File: src/rtl/irq_ctrl.sv
module irq_ctrl #(
  parameter int NUM_LINES = 64,
  parameter int PRIO_W    = 4,
  parameter int ADDR_W    = 6
) (
  input  logic                         clk,
  input  logic                         rst_n,
  input  logic [ADDR_W-1:0]            bus_addr,
  input  logic                         bus_we,
  input  logic [31:0]                  bus_wdata,
  output logic [31:0]                  bus_rdata,
  input  logic [NUM_LINES-1:0]         irq_in,
  output logic                         irq_valid,
  output logic [$clog2(NUM_LINES)-1:0] irq_id,
  input  logic                         irq_ack,
  input  logic                         eoi
);
  localparam int NW   = NUM_LINES / 32;
  localparam int LPW  = 32 / PRIO_W;
  localparam int PWDS = NUM_LINES / LPW;
  localparam int ID_W = $clog2(NUM_LINES);
  localparam int A_SEN = 0;
  localparam int A_CEN = NW;
  localparam int A_SPN = 2 * NW;
  localparam int A_CPN = 3 * NW;
  localparam int A_PRI = 4 * NW;

  logic [NUM_LINES-1:0] en_q, pend_q;
  logic [PRIO_W-1:0]    prio_q [NUM_LINES];
  logic                 busy_q;

  logic [NUM_LINES-1:0] set_en, clr_en, set_pn, clr_pn, ack_m;
  logic                 found;
  logic [PRIO_W-1:0]    best_p;
  logic [ID_W-1:0]      best_id;
  logic                 ack_fire;

  always_comb begin
    set_en = '0; clr_en = '0; set_pn = '0; clr_pn = '0;
    for (int w = 0; w < NW; w++) begin
      if (bus_we && bus_addr == ADDR_W'(A_SEN + w)) set_en[w*32 +: 32] = bus_wdata;
      if (bus_we && bus_addr == ADDR_W'(A_CEN + w)) clr_en[w*32 +: 32] = bus_wdata;
      if (bus_we && bus_addr == ADDR_W'(A_SPN + w)) set_pn[w*32 +: 32] = bus_wdata;
      if (bus_we && bus_addr == ADDR_W'(A_CPN + w)) clr_pn[w*32 +: 32] = bus_wdata;
    end
  end

  assign ack_fire = irq_valid & irq_ack;
  assign ack_m    = NUM_LINES'(ack_fire) << irq_id;

  always_ff @(posedge clk) begin
    if (!rst_n) begin
      en_q   <= '0;
      pend_q <= '0;
      busy_q <= 1'b0;
      for (int i = 0; i < NUM_LINES; i++) prio_q[i] <= '0;
    end else begin
      en_q   <= (en_q & ~clr_en) | set_en;
      pend_q <= (pend_q & ~clr_pn & ~ack_m) | set_pn | irq_in;
      if (ack_fire)  busy_q <= 1'b1;
      else if (eoi)  busy_q <= 1'b0;
      for (int i = 0; i < NUM_LINES; i++)
        if (bus_we && bus_addr == ADDR_W'(A_PRI + i / LPW))
          prio_q[i] <= bus_wdata[(i % LPW) * PRIO_W +: PRIO_W];
    end
  end

  always_comb begin
    found   = 1'b0;
    best_p  = '1;
    best_id = '0;
    for (int i = 0; i < NUM_LINES; i++)
      if (en_q[i] && pend_q[i] && (!found || prio_q[i] < best_p)) begin
        found   = 1'b1;
        best_p  = prio_q[i];
        best_id = ID_W'(i);
      end
  end

  assign irq_valid = found & ~busy_q;
  assign irq_id    = best_id;

  always_comb begin
    bus_rdata = '0;
    for (int w = 0; w < NW; w++) begin
      if (bus_addr == ADDR_W'(A_SEN + w) || bus_addr == ADDR_W'(A_CEN + w))
        bus_rdata = en_q[w*32 +: 32];
      if (bus_addr == ADDR_W'(A_SPN + w) || bus_addr == ADDR_W'(A_CPN + w))
        bus_rdata = pend_q[w*32 +: 32];
    end
    for (int i = 0; i < NUM_LINES; i++)
      if (bus_addr == ADDR_W'(A_PRI + i / LPW))
        bus_rdata[(i % LPW) * PRIO_W +: PRIO_W] = prio_q[i];
  end

  AST_SETEN_TAKES: assert property (@(posedge clk) disable iff (!rst_n)
    bus_we && bus_addr == ADDR_W'(A_SEN) |=> (en_q[31:0] & $past(bus_wdata)) == $past(bus_wdata));
  AST_CLREN_TAKES: assert property (@(posedge clk) disable iff (!rst_n)
    bus_we && bus_addr == ADDR_W'(A_CEN) |=> (en_q[31:0] & $past(bus_wdata)) == 32'h0);
  AST_ONLY_READY_PRESENTED: assert property (@(posedge clk) disable iff (!rst_n)
    irq_valid |-> en_q[irq_id] && pend_q[irq_id]);
  AST_ACK_CLEARS_PEND: assert property (@(posedge clk) disable iff (!rst_n)
    irq_valid && irq_ack && !irq_in[irq_id] && !bus_we |=> !pend_q[$past(irq_id)]);
  AST_ACK_HOLDS_OFF: assert property (@(posedge clk) disable iff (!rst_n)
    irq_valid && irq_ack |=> !irq_valid);
  AST_HW_SET_WINS: assert property (@(posedge clk) disable iff (!rst_n)
    irq_in != '0 |=> (pend_q & $past(irq_in)) == $past(irq_in));
endmodule

File: config.mk
export PLATFORM = sky130hd
export DESIGN_NAME = irq_ctrl
export DESIGN_NICKNAME = d
export VERILOG_FILES = /design/src/rtl/irq_ctrl.sv
export SDC_FILE = /design/constraint.sdc
export NUM_CORES = 1
export LEC_CHECK = 0
export BUFFER_PORTS_ARGS = -buffer_cell sky130_fd_sc_hd__buf_2
export CAP_MARGIN = 25
export CELL_PAD_IN_SITES_DETAIL_PLACEMENT = 2
export CELL_PAD_IN_SITES_GLOBAL_PLACEMENT = 2
export CORE_MARGIN = 10
export CORE_UTILIZATION = 42
export CTS_CLUSTER_DIAMETER = 120
export DETAILED_ROUTE_END_ITERATION = 8
export GPL_TIMING_DRIVEN = 0
export MAX_ROUTING_LAYER = met4
export PLACE_DENSITY_LB_ADDON = 0.1
export SYNTH_ARGS = -nofsm -noshare
export SYNTH_HDL_FRONTEND = slang
export SYNTH_SLANG_ARGS = --single-unit
File: constraint.sdc
create_clock -name clk -period 215.8 [get_ports clk]
set_input_delay 10.79 -clock clk [delete_from_list [all_inputs] [get_ports clk]]
set_output_delay 10.79 -clock clk [all_outputs]
set_load 0.02 [all_outputs]
==> reports/metrics.yaml <==
global_route:
  track_usage_pct: 39.7
  gr-total-overflow: 0
  antenna_found_initial: 11
  grt_max_degree: 33
  grt_pass1_wl_mm: 272
  grt_pass1_vias: 39148
floorplan:
  die_height_um: 307
  start_util_pct: 42.3
  io_pins: 146
  fp.dieW_um: 307
  die_area_mm2: 0.0945
  row_count: 105
  coreArea_mm2: 0.0820
worst_hold_path:
  hold_path_class: "reg -> reg"
  hp-start: "busy_q"
  whs_endpoint: "busy_q"
  hold_depth: 2
clock_network:
  cts-root-buf: "clkbuf_16"
  cts_setup_buffers: 0
  cts_resized: 0
  clk_pin_slew_ns: 0.06
  htree_num_levels: 2
  cts_hold_buffers: 0
  clkLatencyLatePin_ns: 0.62
  cts.sinks: 385
  cts_tree: "yes"
  cts_buffer_depth: 3
  cts-buffers-inserted: 44
sta:
  skew_ns: 0.0367
  setup_viol: 0
  min_period_ns: 118.49
  worst_pin_slew_ns: 1.15
  period_share_pct: 54.9
  relSlewSlack_pct: 23.3
  fmax_mhz: 8.44
  setup_tns_ns: 0
  finalMaxSlewViolations: 0
  final_hold_viol_count: 0
  rsz0062_at_grt: "no"
  finalWorstSetupSlack_ns: 97.31
synth:
  yosysTopAreaCellShare_pct: 22.2
  synth_top_cells_by_area: "edfxtp_1 (22%), dfxtp_1 (7.4%), nand2_1 (6.2%)"
  ys_types: 176
  synth_edf_count: 256
  ys_ff_latch: 385
  synth.cells.most_frequent: "nand2_1 (573), nor2_1 (549), a21oi_1 (414), edfxtp_1 (256), inv_1 (203)"
  ys_seq_area_share_pct: 29.6
  synthFlopType: "edfxtp_1"
  synth.largest_area_cell: "edfxtp_1"
  yosys.cell_count.top_type: "nand2_1"
  syn_area_per_cell_um2: 8.09
  synth.net_count: 4462
  synthCells: 4288
  synth.cell_area_mm2: 0.0347
  postSynth.asyncResetShare_pct: 0
  ys_warn_count: 0
setup_path:
  path_max_fanout: 10
  end_kind: "output pin"
  crit_top_cell: "ha_1"
  crit_slowest_cell: "or4_2"
  critical_path.max_stage_delay_ns: 0.69
  start_kind: "flop"
  reg2reg_from: "pend_q[0]"
  ff2ff_path_depth: 491
  arrival_ns: 107.70
  worstPathRequired_ns: 205.01
  reg2reg_slack_ns: 108.39
  r2r_end: "pend_q[6]"
  critical_path_class: "reg -> out"
drt:
  drt-initial-drc-count: 4704
  wl_mm: 191
  drtPass1Iterations: 6
  ant_nets: 0
  vias_per_cell: 6.93
  route.detailed.drc: 0
  wire_per_inst_um: 34.2
  routed-via-count: 38643
placement:
  io_buffer_count: 111
  dp_hpwl_mm: 150
  pre_cts_ws_ns: 100.16
  globalplace.congestion: 0.994
final_layout:
  fin_nets: 4628
  seq_area_mm2: 0.0103
  multiInputGateArea_mm2: 0.0223
  fill_cells: 9436
  drive_above_1_share_pct: 15.5
  area_delta_synth_final_pct: 10.1
pwr:
  power_density_mw_per_mm2: 5.48
  leakage_nw: 15.0
  max-vdd-ir-drop_uv: 5.34
run:
  maxCapViolCount: 0
run_status:
  status: "completed"
## critical path, delay by kind of cell (launching register included)
family	cells	cell delay (ns)
muxes	36	10.17
DFF	1	0.59
and+or+nand+nor	176	33.11
buffers and inverters	51	6.70
AOI/OAI and AO/OA	165	38.26
adders and majority gates	63	18.01
## worst max-delay path by stage
stage                     slack (ns)         to  startpoint
after floorplan               117.40  irq_id[4]   pend_q[0]
after global placement        102.96  irq_id[4]   pend_q[0]
after detailed placement      100.16  irq_id[4]   pend_q[0]
after CTS                      98.69  irq_id[4]   pend_q[0]
after global routing           89.86  irq_id[4]   pend_q[0]
final                          97.31  irq_id[4]   pend_q[0]
## layout by cell type (no fill, tap or decap), types with 20 or more instances in the layout
master     instances
dfxtp_1          129
nor3_1            68
a211oi_1          63
buf_2            120
o211ai_1          33
nand2b_1          32
edfxtp_1         256
a21oi_1          414
o21ai_0          165
and2_1            35
and2_2            30
nand2_1          572
nand3_1          107
and3_1            26
clkbuf_1         138
buf_6             24
nand4_1           32
or2_2             31
ha_1              67
o31ai_1           23
maj3_1            24
a22oi_1          109
clkbuf_8          28
a221oi_1          20
o21ai_1           29
a31oi_1           82
mux2_2            32
a311oi_1          22
nor2_1           549
a21o_1            69
o21bai_1          21
clkbuf_16         46
mux2i_1           95
a21o_2            40
inv_1            203
## layout make-up
type                            count  share of cell area [%]
Inverter                          206                    2.06
Antenna cell                       13                  0.0851
Tap cell                         1070                    3.50
Clock inverter                     21                   0.435
Multi-Input combinational cell   3485                    58.3
Buffer                            212                    3.68
Sequential cell                   385                    26.9
Clock buffer                       61                    3.19
Timing Repair Buffer              120                    1.92
## stage by stage
step	utilization [%]	power [mW]	hold WS, ns	instances	instance area [um2]
finish	46.6	0.209	0.503	5573	38200
global route	46.6	0.213	0.541	5568	38200
CTS	46.6	0.206	0.505	5560	38200
detailed placement	44.9	0.131	0.497	5478	36800
global placement	44.6	0.129	0.484	5469	36600
floorplan	-	0.111	0.449	4288	34700
## flip-flops by register name, summed over array words and instances (netlist names)
| signal | cells |
|---|---|
| prio_q | 256 |
| en_q | 64 |
| pend_q | 64 |
| busy_q | 1 |
## logic make-up (layout without fill, tap and decap cells)
| logic type | Yosys count | in the layout | share of synthesized area, % |
|---|---|---|---|
| multiplexers | 148 | 148 | 4.60 |
| buffers and inverters | 418 | 620 | 6.32 |
| adder cells (fa/ha/maj) | 93 | 93 | 3.17 |
| XOR/XNOR | 27 | 27 | 0.681 |
| AND/OR/NAND/NOR | 1702 | 1702 | 23.4 |
| other | 0 | 13 | 0 |
| AO/OA/AOI/OAI | 1515 | 1515 | 32.2 |
| flip-flops | 385 | 385 | 29.6 |
## where the power goes
part           internal (mW)  total (mW)  switching, mW
Clock                 0.0421      0.0776         0.0356
Combinational         0.0125      0.0385         0.0260
Sequential            0.0832      0.0933         0.0100
Total                  0.138       0.209         0.0716
## layer usage
layer  vias to the layer above  track usage [%]  wire length (um)
met3                       536             7.90             20100
li1                      16356                -                 -
met4                         0             19.8             11700
met1                     19566             50.9             77000
met2                      2185             59.0             81800
met5                         -                -                 0
Power figures use the tool's default switching activity.
